[config.mk]
export PLATFORM = sky130hd
export DESIGN_NAME = dma_loader_ctrl
export DESIGN_NICKNAME = d
export VERILOG_FILES = /design/src/rtl/dma_loader_pkg.sv /design/src/rtl/dma_phase_gen.sv /design/src/rtl/dma_arbiter.sv /design/src/rtl/dma_xfer.sv /design/src/rtl/dma_loader_ctrl.sv
export SDC_FILE = /design/constraint.sdc
export NUM_CORES = 1
export LEC_CHECK = 0
export BUFFER_PORTS_ARGS = -buffer_cell sky130_fd_sc_hd__buf_4
export CAP_MARGIN = 25
export CORE_MARGIN = 1.5
export CORE_UTILIZATION = 39
export DETAILED_ROUTE_END_ITERATION = 8
export GPL_TIMING_DRIVEN = 1
export PLACE_DENSITY = 0.84
export SLEW_MARGIN = 25
export SYNTH_ARGS = -nofsm -noshare
export SYNTH_HDL_FRONTEND = slang
export SYNTH_SLANG_ARGS = --single-unit
[constraint.sdc]
create_clock -name clk -period 3.4 [get_ports clk]
set_input_delay 0.17 -clock clk [delete_from_list [all_inputs] [get_ports clk]]
set_output_delay 0.17 -clock clk [all_outputs]
set_load 0.01 [all_outputs]
[src/rtl/dma_loader_pkg.sv]
package dma_loader_pkg;
    typedef enum logic [1:0] {
        XK_CPU = 2'd0,
        XK_IN  = 2'd1,
        XK_OUT = 2'd2
    } xfer_kind_e;
endpackage

[src/rtl/dma_phase_gen.sv]
module dma_phase_gen #(
    parameter int PHASES = 8,
    localparam int PW = $clog2(PHASES)
) (
    input  logic          clk,
    input  logic          rst_n,
    output logic [PW-1:0] phase,
    output logic          boundary
);
    localparam logic [PW-1:0] LAST = PW'(PHASES - 1);

    typedef struct packed {
        logic [PW-1:0] ph;
    } ph_state_t;

    ph_state_t st_d, st_q;

    always_comb begin
        st_d = st_q;
        if (st_q.ph == LAST) st_d.ph = '0;
        else                 st_d.ph = st_q.ph + 1'b1;
    end

    always_ff @(posedge clk or negedge rst_n) begin
        if (!rst_n) st_q <= '0;
        else        st_q <= st_d;
    end

    assign phase    = st_q.ph;
    assign boundary = (st_q.ph == LAST);


    phase_wrap_chk: assert property (@(posedge clk) disable iff (!rst_n)
        boundary |=> (phase == '0));
endmodule

[src/rtl/dma_arbiter.sv]
module dma_arbiter
    import dma_loader_pkg::*;
(
    input  logic       clk,
    input  logic       rst_n,
    input  logic       boundary,
    input  logic       in_req,
    input  logic       out_req,
    input  logic       load_mode,
    input  logic       instr_end,
    output xfer_kind_e kind
);
    typedef struct packed {
        xfer_kind_e kind;
    } arb_state_t;

    arb_state_t st_d, st_q;
    logic       in_ok, out_ok;

    always_comb begin
        in_ok  = in_req && (load_mode || instr_end);
        out_ok = out_req && !load_mode && instr_end;
        st_d   = st_q;
        if (boundary) begin
            if (in_ok)       st_d.kind = XK_IN;
            else if (out_ok) st_d.kind = XK_OUT;
            else             st_d.kind = XK_CPU;
        end
    end

    always_ff @(posedge clk or negedge rst_n) begin
        if (!rst_n) st_q <= '{kind: XK_CPU};
        else        st_q <= st_d;
    end

    assign kind = st_q.kind;


    grant_edge_chk: assert property (@(posedge clk) disable iff (!rst_n)
        !boundary |=> $stable(kind));

    in_wins_chk: assert property (@(posedge clk) disable iff (!rst_n)
        (boundary && in_req && out_req && instr_end) |=> (kind == XK_IN));

    load_no_out_chk: assert property (@(posedge clk) disable iff (!rst_n)
        (boundary && load_mode && !in_req) |=> (kind == XK_CPU));
endmodule

[src/rtl/dma_xfer.sv]
module dma_xfer
    import dma_loader_pkg::*;
#(
    parameter int AW = 16,
    parameter int DW = 8,
    parameter int PHASES = 8,
    localparam int PW = $clog2(PHASES),
    localparam int RD_PHASE = PHASES / 2
) (
    input  logic          clk,
    input  logic          rst_n,
    input  xfer_kind_e    kind,
    input  logic [PW-1:0] phase,
    input  logic [AW-1:0] r0_in,
    input  logic [DW-1:0] in_data,
    input  logic [DW-1:0] mem_rdata,
    output logic [AW-1:0] mem_addr,
    output logic          mem_rd,
    output logic          mem_wr,
    output logic [DW-1:0] mem_wdata,
    output logic          r0_we,
    output logic [AW-1:0] r0_wdata,
    output logic [DW-1:0] out_data,
    output logic          out_strobe
);
    localparam logic [PW-1:0] LAST = PW'(PHASES - 1);
    localparam logic [PW-1:0] RDP  = PW'(RD_PHASE);

    typedef struct packed {
        logic [DW-1:0] data;
        logic          stb;
    } out_state_t;

    out_state_t st_d, st_q;
    logic       busy;

    always_comb begin
        busy      = (kind != XK_CPU);
        mem_addr  = busy ? r0_in : '0;
        mem_rd    = (kind == XK_OUT) && (phase == RDP);
        mem_wr    = (kind == XK_IN) && (phase == LAST);
        mem_wdata = (kind == XK_IN) ? in_data : '0;
        r0_we     = busy && (phase == LAST);
        r0_wdata  = r0_in + 1'b1;

        st_d      = st_q;
        st_d.stb  = mem_rd;
        if (mem_rd) st_d.data = mem_rdata;
    end

    always_ff @(posedge clk or negedge rst_n) begin
        if (!rst_n) st_q <= '0;
        else        st_q <= st_d;
    end

    assign out_data   = st_q.data;
    assign out_strobe = st_q.stb;
endmodule

[src/rtl/dma_loader_ctrl.sv]
module dma_loader_ctrl
    import dma_loader_pkg::*;
#(
    parameter int AW = 16,
    parameter int DW = 8,
    parameter int PHASES = 8,
    localparam int PW = $clog2(PHASES)
) (
    input  logic          clk,
    input  logic          rst_n,
    input  logic          dma_in_req,
    input  logic          dma_out_req,
    input  logic          ld_clear,
    input  logic          ld_wait,
    input  logic          instr_end,
    input  logic [DW-1:0] dma_in_data,
    input  logic [AW-1:0] r0_in,
    input  logic [DW-1:0] mem_rdata,
    output logic [PW-1:0] cyc_phase,
    output logic          dma_busy,
    output logic [AW-1:0] mem_addr,
    output logic          mem_rd,
    output logic          mem_wr,
    output logic [DW-1:0] mem_wdata,
    output logic          r0_we,
    output logic [AW-1:0] r0_wdata,
    output logic [DW-1:0] out_data,
    output logic          out_strobe
);
    logic       boundary;
    logic       load_mode;
    xfer_kind_e kind;

    assign load_mode = ld_clear && ld_wait;

    dma_phase_gen #(.PHASES(PHASES)) u_phase (
        .clk(clk), .rst_n(rst_n), .phase(cyc_phase), .boundary(boundary)
    );

    dma_arbiter u_arb (
        .clk(clk), .rst_n(rst_n), .boundary(boundary),
        .in_req(dma_in_req), .out_req(dma_out_req),
        .load_mode(load_mode), .instr_end(instr_end), .kind(kind)
    );

    dma_xfer #(.AW(AW), .DW(DW), .PHASES(PHASES)) u_xfer (
        .clk(clk), .rst_n(rst_n), .kind(kind), .phase(cyc_phase),
        .r0_in(r0_in), .in_data(dma_in_data), .mem_rdata(mem_rdata),
        .mem_addr(mem_addr), .mem_rd(mem_rd), .mem_wr(mem_wr),
        .mem_wdata(mem_wdata), .r0_we(r0_we), .r0_wdata(r0_wdata),
        .out_data(out_data), .out_strobe(out_strobe)
    );

    assign dma_busy = (kind != XK_CPU);


    wr_pairs_update_chk: assert property (@(posedge clk) disable iff (!rst_n)
        mem_wr |-> (r0_we && mem_addr == r0_in && mem_wdata == dma_in_data));

    rd_delivers_chk: assert property (@(posedge clk) disable iff (!rst_n)
        mem_rd |=> (out_strobe && out_data == $past(mem_rdata)));

    strobe_excl_chk: assert property (@(posedge clk) disable iff (!rst_n)
        !(mem_rd && mem_wr));

    r0_upd_busy_chk: assert property (@(posedge clk) disable iff (!rst_n)
        r0_we |-> (dma_busy && boundary));
endmodule

# [After elaboration in Yosys (flattened, before gate mapping)]
# Index checks and enable logic that the tools add are counted.
[op_classes] reduce_logical=10 n_eq_ne=4 n_addsub=2 n_mul=0 bitwise_logic=0 n_shift=0 n_lt_le_gt_ge=0 div_mod_pow=0 n_mux=5
[op_table] cell="$add 16x1->16 const B" count=1
[op_table] cell="$mux 16" count=1
[op_table] cell="$mux 8" count=1
[op_table] cell="$logic_and 1x1->1" count=7
[op_table] cell="$eq 3x3->1 const B" count=2
[op_table] cell="$mux 2" count=2
[op_table] cell="$add 3x1->3 const B" count=1
[op_table] cell="$mux 3" count=1
[op_table] cell="$eq 2x1->1 const B" count=1
[op_table] cell="$eq 2x2->1 const B" count=1
[op_table] cell="$reduce_bool 2->1" count=1
[op_table] cell="$logic_not 1->1" count=1
[op_table] cell="$logic_or 1x1->1" count=1
[totals] latchBits=0 in_bits=39 mem_count=0 mem_bits_rw=0 wordCells=25 mem_bits_ro=0 out_inout_bits=56 reg_bits=14

# [Depth between registers and ports, before layout]
[depth] depth_word=6 ltp_mapped=4 depth_no_buf=4

# [Hierarchy]
# Synthesis repeated with hierarchy kept, for this count alone.
[unflattened] hier_cells=109 area_unflattened_um2=1002.2
[by_module_without_submodules] mod="dma_xfer" area_each_um2=800.8 n_inst=1 seq_area_each_um2=225.2 cells_per_inst=93
[by_module_without_submodules] mod="dma_phase_gen" area_each_um2=103.8 n_inst=1 seq_area_each_um2=75.1 cells_per_inst=6
[by_module_without_submodules] mod="dma_arbiter" area_each_um2=85.1 n_inst=1 seq_area_each_um2=50.0 cells_per_inst=8
[by_module_without_submodules] mod="dma_loader_ctrl" area_each_um2=12.5 n_inst=1 seq_area_each_um2=0.0 cells_per_inst=2

# [Worst setup path after synthesis]
# OpenSTA, ideal clock, no wires.
[synth_path] path_kind="reg-to-reg" from="register u_phase.st_q (netlist bit u_phase.phase[0])" to="register u_xfer.st_q (netlist bit u_xfer.out_data[0])" slack_ps=2004 setup_ps=125 n_path_buf=0 synth_period_minus_slack_ps=1396 arrival_ps=1271 required_ps=3275 stages_incl_launch_ff=5 path_cell_list="dfrtp_1 inv_1 ha_1 nand4_1 mux2_2"
[synth_between] elab_chain_cells=2
[synth_lines] element="from (decl)" line_no="dma_phase_gen.sv:16" text="ph_state_t st_d, st_q;"
[synth_lines] element="from (signal assigned)" line_no="dma_phase_gen.sv:26" text="else st_q <= st_d;"
[synth_lines] element="$eq 3x3->1" line_no="dma_xfer.sv:40" text="mem_rd = (kind == XK_OUT) && (phase == RDP);"
[synth_lines] element="$logic_and 1x1->1" line_no="dma_xfer.sv:40"
[synth_lines] element="to (signal assigned)" line_no="dma_xfer.sv:53" text="else st_q <= st_d;"
[synth_lines] element="to (decl)" line_no="dma_xfer.sv:34" text="out_state_t st_d, st_q;"
# No other way between the ends.
# A chain may end at the register's enable or synchronous reset.

# [Worst setup path after layout]
[layout_path] from="register u_phase.st_q (netlist bit u_phase.phase[0])" to="output port mem_rd"
[layout_between] elab_chain_cells=2
[layout_lines] element="$eq 3x3->1" line_no="dma_xfer.sv:40"
[layout_lines] element="$logic_and 1x1->1" line_no="dma_xfer.sv:40"
[layout_lines] element="to (decl)" line_no="dma_loader_ctrl.sv:22" text="output logic mem_rd,"
# No other way between the ends.

==> metrics.txt <==
# TYPE chip_impl_metric gauge
chip_impl_metric{name="utilization",unit=""} 0.7222
chip_impl_metric{name="timing.final.ws_setup",unit="ps"} 1608
chip_impl_metric{name="synth_top_area_share",unit=""} 0.3453
chip_impl_info{name="yosys-top-cells-count",value="14 x sky130_fd_sc_hd__dfrtp_1, 14 x sky130_fd_sc_hd__nor2b_1, 10 x sky130_fd_sc_hd__xor2_1"} 1
chip_impl_metric{name="crit_path_max_incr_delay",unit="ps"} 420
chip_impl_metric{name="grt_first_pass_wirelength",unit="mm"} 3.912
chip_impl_metric{name="number_of_port_buffers",unit=""} 94
chip_impl_metric{name="effective_utilization_at_floorplan",unit=""} 0.4096
chip_impl_metric{name="tcrit_tclk_final",unit=""} 0.5269
chip_impl_info{name="rsz0062_at_grt",value="false"} 1
chip_impl_metric{name="grt_antenna_before_repair",unit=""} 0
chip_impl_metric{name="die_area",unit="sq mm"} 0.002917
chip_impl_metric{name="post-route-drc-count",unit=""} 0
chip_impl_metric{name="track_usage",unit=""} 0.1837
chip_impl_metric{name="cts_max_level",unit=""} 1
chip_impl_metric{name="clock_insertion_delay_worst_skew",unit="ps"} 260
chip_impl_metric{name="post-place-ws",unit="ps"} 1684
chip_impl_info{name="criticalPathCategory",value="reg2out"} 1
chip_impl_metric{name="critical_path_required",unit="ps"} 3230
chip_impl_metric{name="wl_per_cell",unit="um"} 11.94
chip_impl_metric{name="timing.fmax",unit="GHz"} 0.5582
chip_impl_metric{name="synthesis.area",unit="sq mm"} 0.001015
chip_impl_metric{name="diodes",unit=""} 0
chip_impl_metric{name="slew_headroom",unit=""} 0.5765
chip_impl_metric{name="place_hpwl",unit="mm"} 2.446
chip_impl_info{name="timing.critical_path.from_type",value="register"} 1
chip_impl_metric{name="synth_edf_count",unit=""} 0
chip_impl_metric{name="finalMaxSlewViolations",unit=""} 0
chip_impl_info{name="highest_routed_metal_layer",value="met4"} 1
chip_impl_metric{name="tritoncts_num_sinks",unit=""} 14
chip_impl_info{name="yosys-top-cells-area",value="sky130_fd_sc_hd__dfrtp_1 35%, sky130_fd_sc_hd__mux2_2 10%, sky130_fd_sc_hd__nor2b_1 8.6%, sky130_fd_sc_hd__xor2_1 8.6%, sky130_fd_sc_hd__and2_1 5.5%"} 1
chip_impl_info{name="hold_path_class",value="in2reg"} 1
chip_impl_metric{name="power.density_cell_area",unit="mW/mm^2"} 251.2
chip_impl_info{name="cts_tree",value="built"} 1
chip_impl_metric{name="p_total",unit="uW"} 449.5
chip_impl_metric{name="crit_buf_inv",unit=""} 3
chip_impl_metric{name="yosys_warnings",unit=""} 0
chip_impl_metric{name="gp_congestion",unit=""} 0.6932
chip_impl_metric{name="syn_inst",unit=""} 108
chip_impl_metric{name="post_cts.resized_instances",unit=""} 0
chip_impl_metric{name="met3_wirelength",unit="um"} 300
chip_impl_info{name="synth_largest_area_cell",value="sky130_fd_sc_hd__dfrtp_1"} 1
chip_impl_metric{name="grt_start_max_net_pins",unit=""} 19
chip_impl_metric{name="syn_to_final_growth",unit="%"} 76.33
chip_impl_metric{name="transition_time_at_the_pin_with_the_least_slew_margin",unit="ps"} 634.6
chip_impl_metric{name="synth.ff_latch_count",unit=""} 14
chip_impl_metric{name="power.leakage",unit="nW"} 0.9376
chip_impl_info{name="critical-path-slowest-cell",value="sky130_fd_sc_hd__dfrtp_1"} 1
chip_impl_metric{name="via_count",unit=""} 1135
chip_impl_metric{name="layout-drive-gt1-share",unit=""} 0.5463
chip_impl_metric{name="via_count_of_the_first_global_routing_pass",unit=""} 939
chip_impl_metric{name="finalClockSkew",unit="ps"} 0.6597
chip_impl_info{name="clock_tree.root_cell",value="sky130_fd_sc_hd__clkbuf_4"} 1
chip_impl_metric{name="boundaryPins",unit=""} 95
chip_impl_metric{name="cts_made_buffers",unit=""} 3
chip_impl_metric{name="ys_async_sr_fraction",unit=""} 1.000
chip_impl_metric{name="max_ir_drop_vdd",unit="uV"} 319.3
chip_impl_metric{name="finalSetupTns",unit="ps"} 0
chip_impl_metric{name="setup_violations",unit=""} 0
chip_impl_metric{name="final_hold_viol_count",unit=""} 0
chip_impl_metric{name="synthesis.nets",unit=""} 151
chip_impl_metric{name="synth-seq-area-share",unit=""} 0.3453
chip_impl_metric{name="ant_nets",unit=""} 0
chip_impl_metric{name="fin_nets",unit=""} 250
chip_impl_metric{name="chip_height",unit="um"} 54.01
chip_impl_metric{name="grt.overflow.total",unit=""} 0
chip_impl_metric{name="detailed_route_wire_length",unit="mm"} 2.807
chip_impl_metric{name="synth_cell_types",unit=""} 19
chip_impl_info{name="timing.critical_path.to_type",value="output port"} 1
chip_impl_metric{name="dr.pass1.iters",unit=""} 4
chip_impl_metric{name="crit_fanout",unit=""} 9
chip_impl_info{name="post_synth_top_flop",value="sky130_fd_sc_hd__dfrtp_1"} 1
chip_impl_metric{name="clk_pin_slew_worst_paths",unit="ps"} 70
chip_impl_metric{name="m1WireLength",unit="mm"} 1.002
chip_impl_metric{name="dr.first_iter.drc_count",unit=""} 20
chip_impl_metric{name="placeableCoreArea",unit="sq mm"} 0.002477
chip_impl_info{name="timing.critical_path.cells",value="inv_1, ha_1, nand4_1, inv_1, buf_4"} 1
chip_impl_metric{name="wire_length_on_met2",unit="mm"} 1.488
chip_impl_info{name="cpLargestDelayFamily",value="buffers and inverters"} 1
chip_impl_metric{name="final.min_clock_period",unit="ps"} 1792
chip_impl_metric{name="routed_via_density",unit=""} 4.830
chip_impl_metric{name="postSynthAreaPerCell",unit="sq um"} 9.396
chip_impl_info{name="critical_path.most_common_cell",value="sky130_fd_sc_hd__inv_1"} 1
chip_impl_metric{name="clock_tree.buffer_depth",unit=""} 2
chip_impl_info{name="outcome",value="complete, no violations"} 1
chip_impl_metric{name="rows",unit=""} 18
chip_impl_metric{name="max_cap_violations",unit=""} 0
chip_impl_metric{name="worst_ep_arrival_time",unit="ps"} 1620
chip_impl_metric{name="die_w",unit="um"} 54.01
chip_impl_metric{name="setup.reg_to_reg.worst_slack",unit="ps"} 1860
==> registers in the layout, indices dropped and copies added (netlist names) <==
signal and flops:
u_arb.kind 2, u_phase.phase 3, u_xfer.out_data 8, u_xfer.out_strobe 1
==> layout make-up <==
class / instances / area [sq um]
Sequential cell: 14 / 350.3
Multi-Input combinational cell: 85 / 633.1
Inverter: 8 / 30.03
Clock buffer: 3 / 22.52
Tap cell: 30 / 37.54
Fill cell: 195 / 688.2
Timing Repair Buffer: 95 / 715.7
==> placed cells by master (no fill, tap or decap), types with 3 or more instances in the layout <==
cell type and n:
sky130_fd_sc_hd__clkbuf_4 3, sky130_fd_sc_hd__dfrtp_1 14, sky130_fd_sc_hd__nand3_1 6, sky130_fd_sc_hd__buf_4 94
sky130_fd_sc_hd__nor2b_1 14, sky130_fd_sc_hd__nor3_1 4, sky130_fd_sc_hd__inv_1 8, sky130_fd_sc_hd__nand2_1 5
sky130_fd_sc_hd__ha_1 4, sky130_fd_sc_hd__and2_1 9, sky130_fd_sc_hd__nor4_2 4, sky130_fd_sc_hd__xor2_1 10
sky130_fd_sc_hd__mux2_2 9, sky130_fd_sc_hd__nand4_1 3, sky130_fd_sc_hd__nor2_1 8, sky130_fd_sc_hd__xnor2_1 4
==> through the flow <==
step	std cells	hold slack [ps]	area (sq um)
after floorplan	108	-125.6	1015
after global placement	231	20.48	1754
after detailed placement	231	22.39	1754
after CTS	235	126.9	1787
after global routing	235	121.7	1789
final	235	135.8	1789
==> worst paths after layout <==
kind | start | end | depth (start not counted)
max in group asynchronous | rst_n | u_phase.phase[2] | 2
setup / recovery | u_phase.phase[0] | mem_rd | 5
hold reg to reg | u_phase.phase[0] | u_phase.phase[0] | 1
hold / removal | mem_rdata[4] | u_xfer.out_data[4] | 2
min in group asynchronous | rst_n | u_xfer.out_data[2] | 2
setup reg to reg | u_phase.phase[0] | u_xfer.out_data[6] | 4
==> metal layers <==
metal | up-vias | global-route usage
li1 | 556 | -
met4 | 0 | 0.07917
met3 | 2 | 0.01944
met2 | 61 | 0.3516
met1 | 516 | 0.2017
met5 | - | 0
==> cell families after synthesis <==
group | Yosys count | share of synthesized area
AND/OR/NAND/NOR | 55 | 0.3317
AO/OA/AOI/OAI | 3 | 0.01973
flip-flops | 14 | 0.3453
XOR/XNOR | 14 | 0.1208
buffers and inverters | 9 | 0.03329
adder cells (fa/ha/maj) | 4 | 0.04932
multiplexers | 9 | 0.09988
==> what timing repair did <==
item                      in CTS  in global routing
buffers inserted               0                  0
hold endpoints to repair      14                  0
hold buffers                   1                  0
==> power by group <==
group	internal [mW]	switching [mW]	total, mW
clock	0.0408	0.0438	0.0847
combinational	0.101	0.0784	0.180
sequential	0.179	0.00653	0.185
Note: power is estimated with default switching activity, not from simulation.
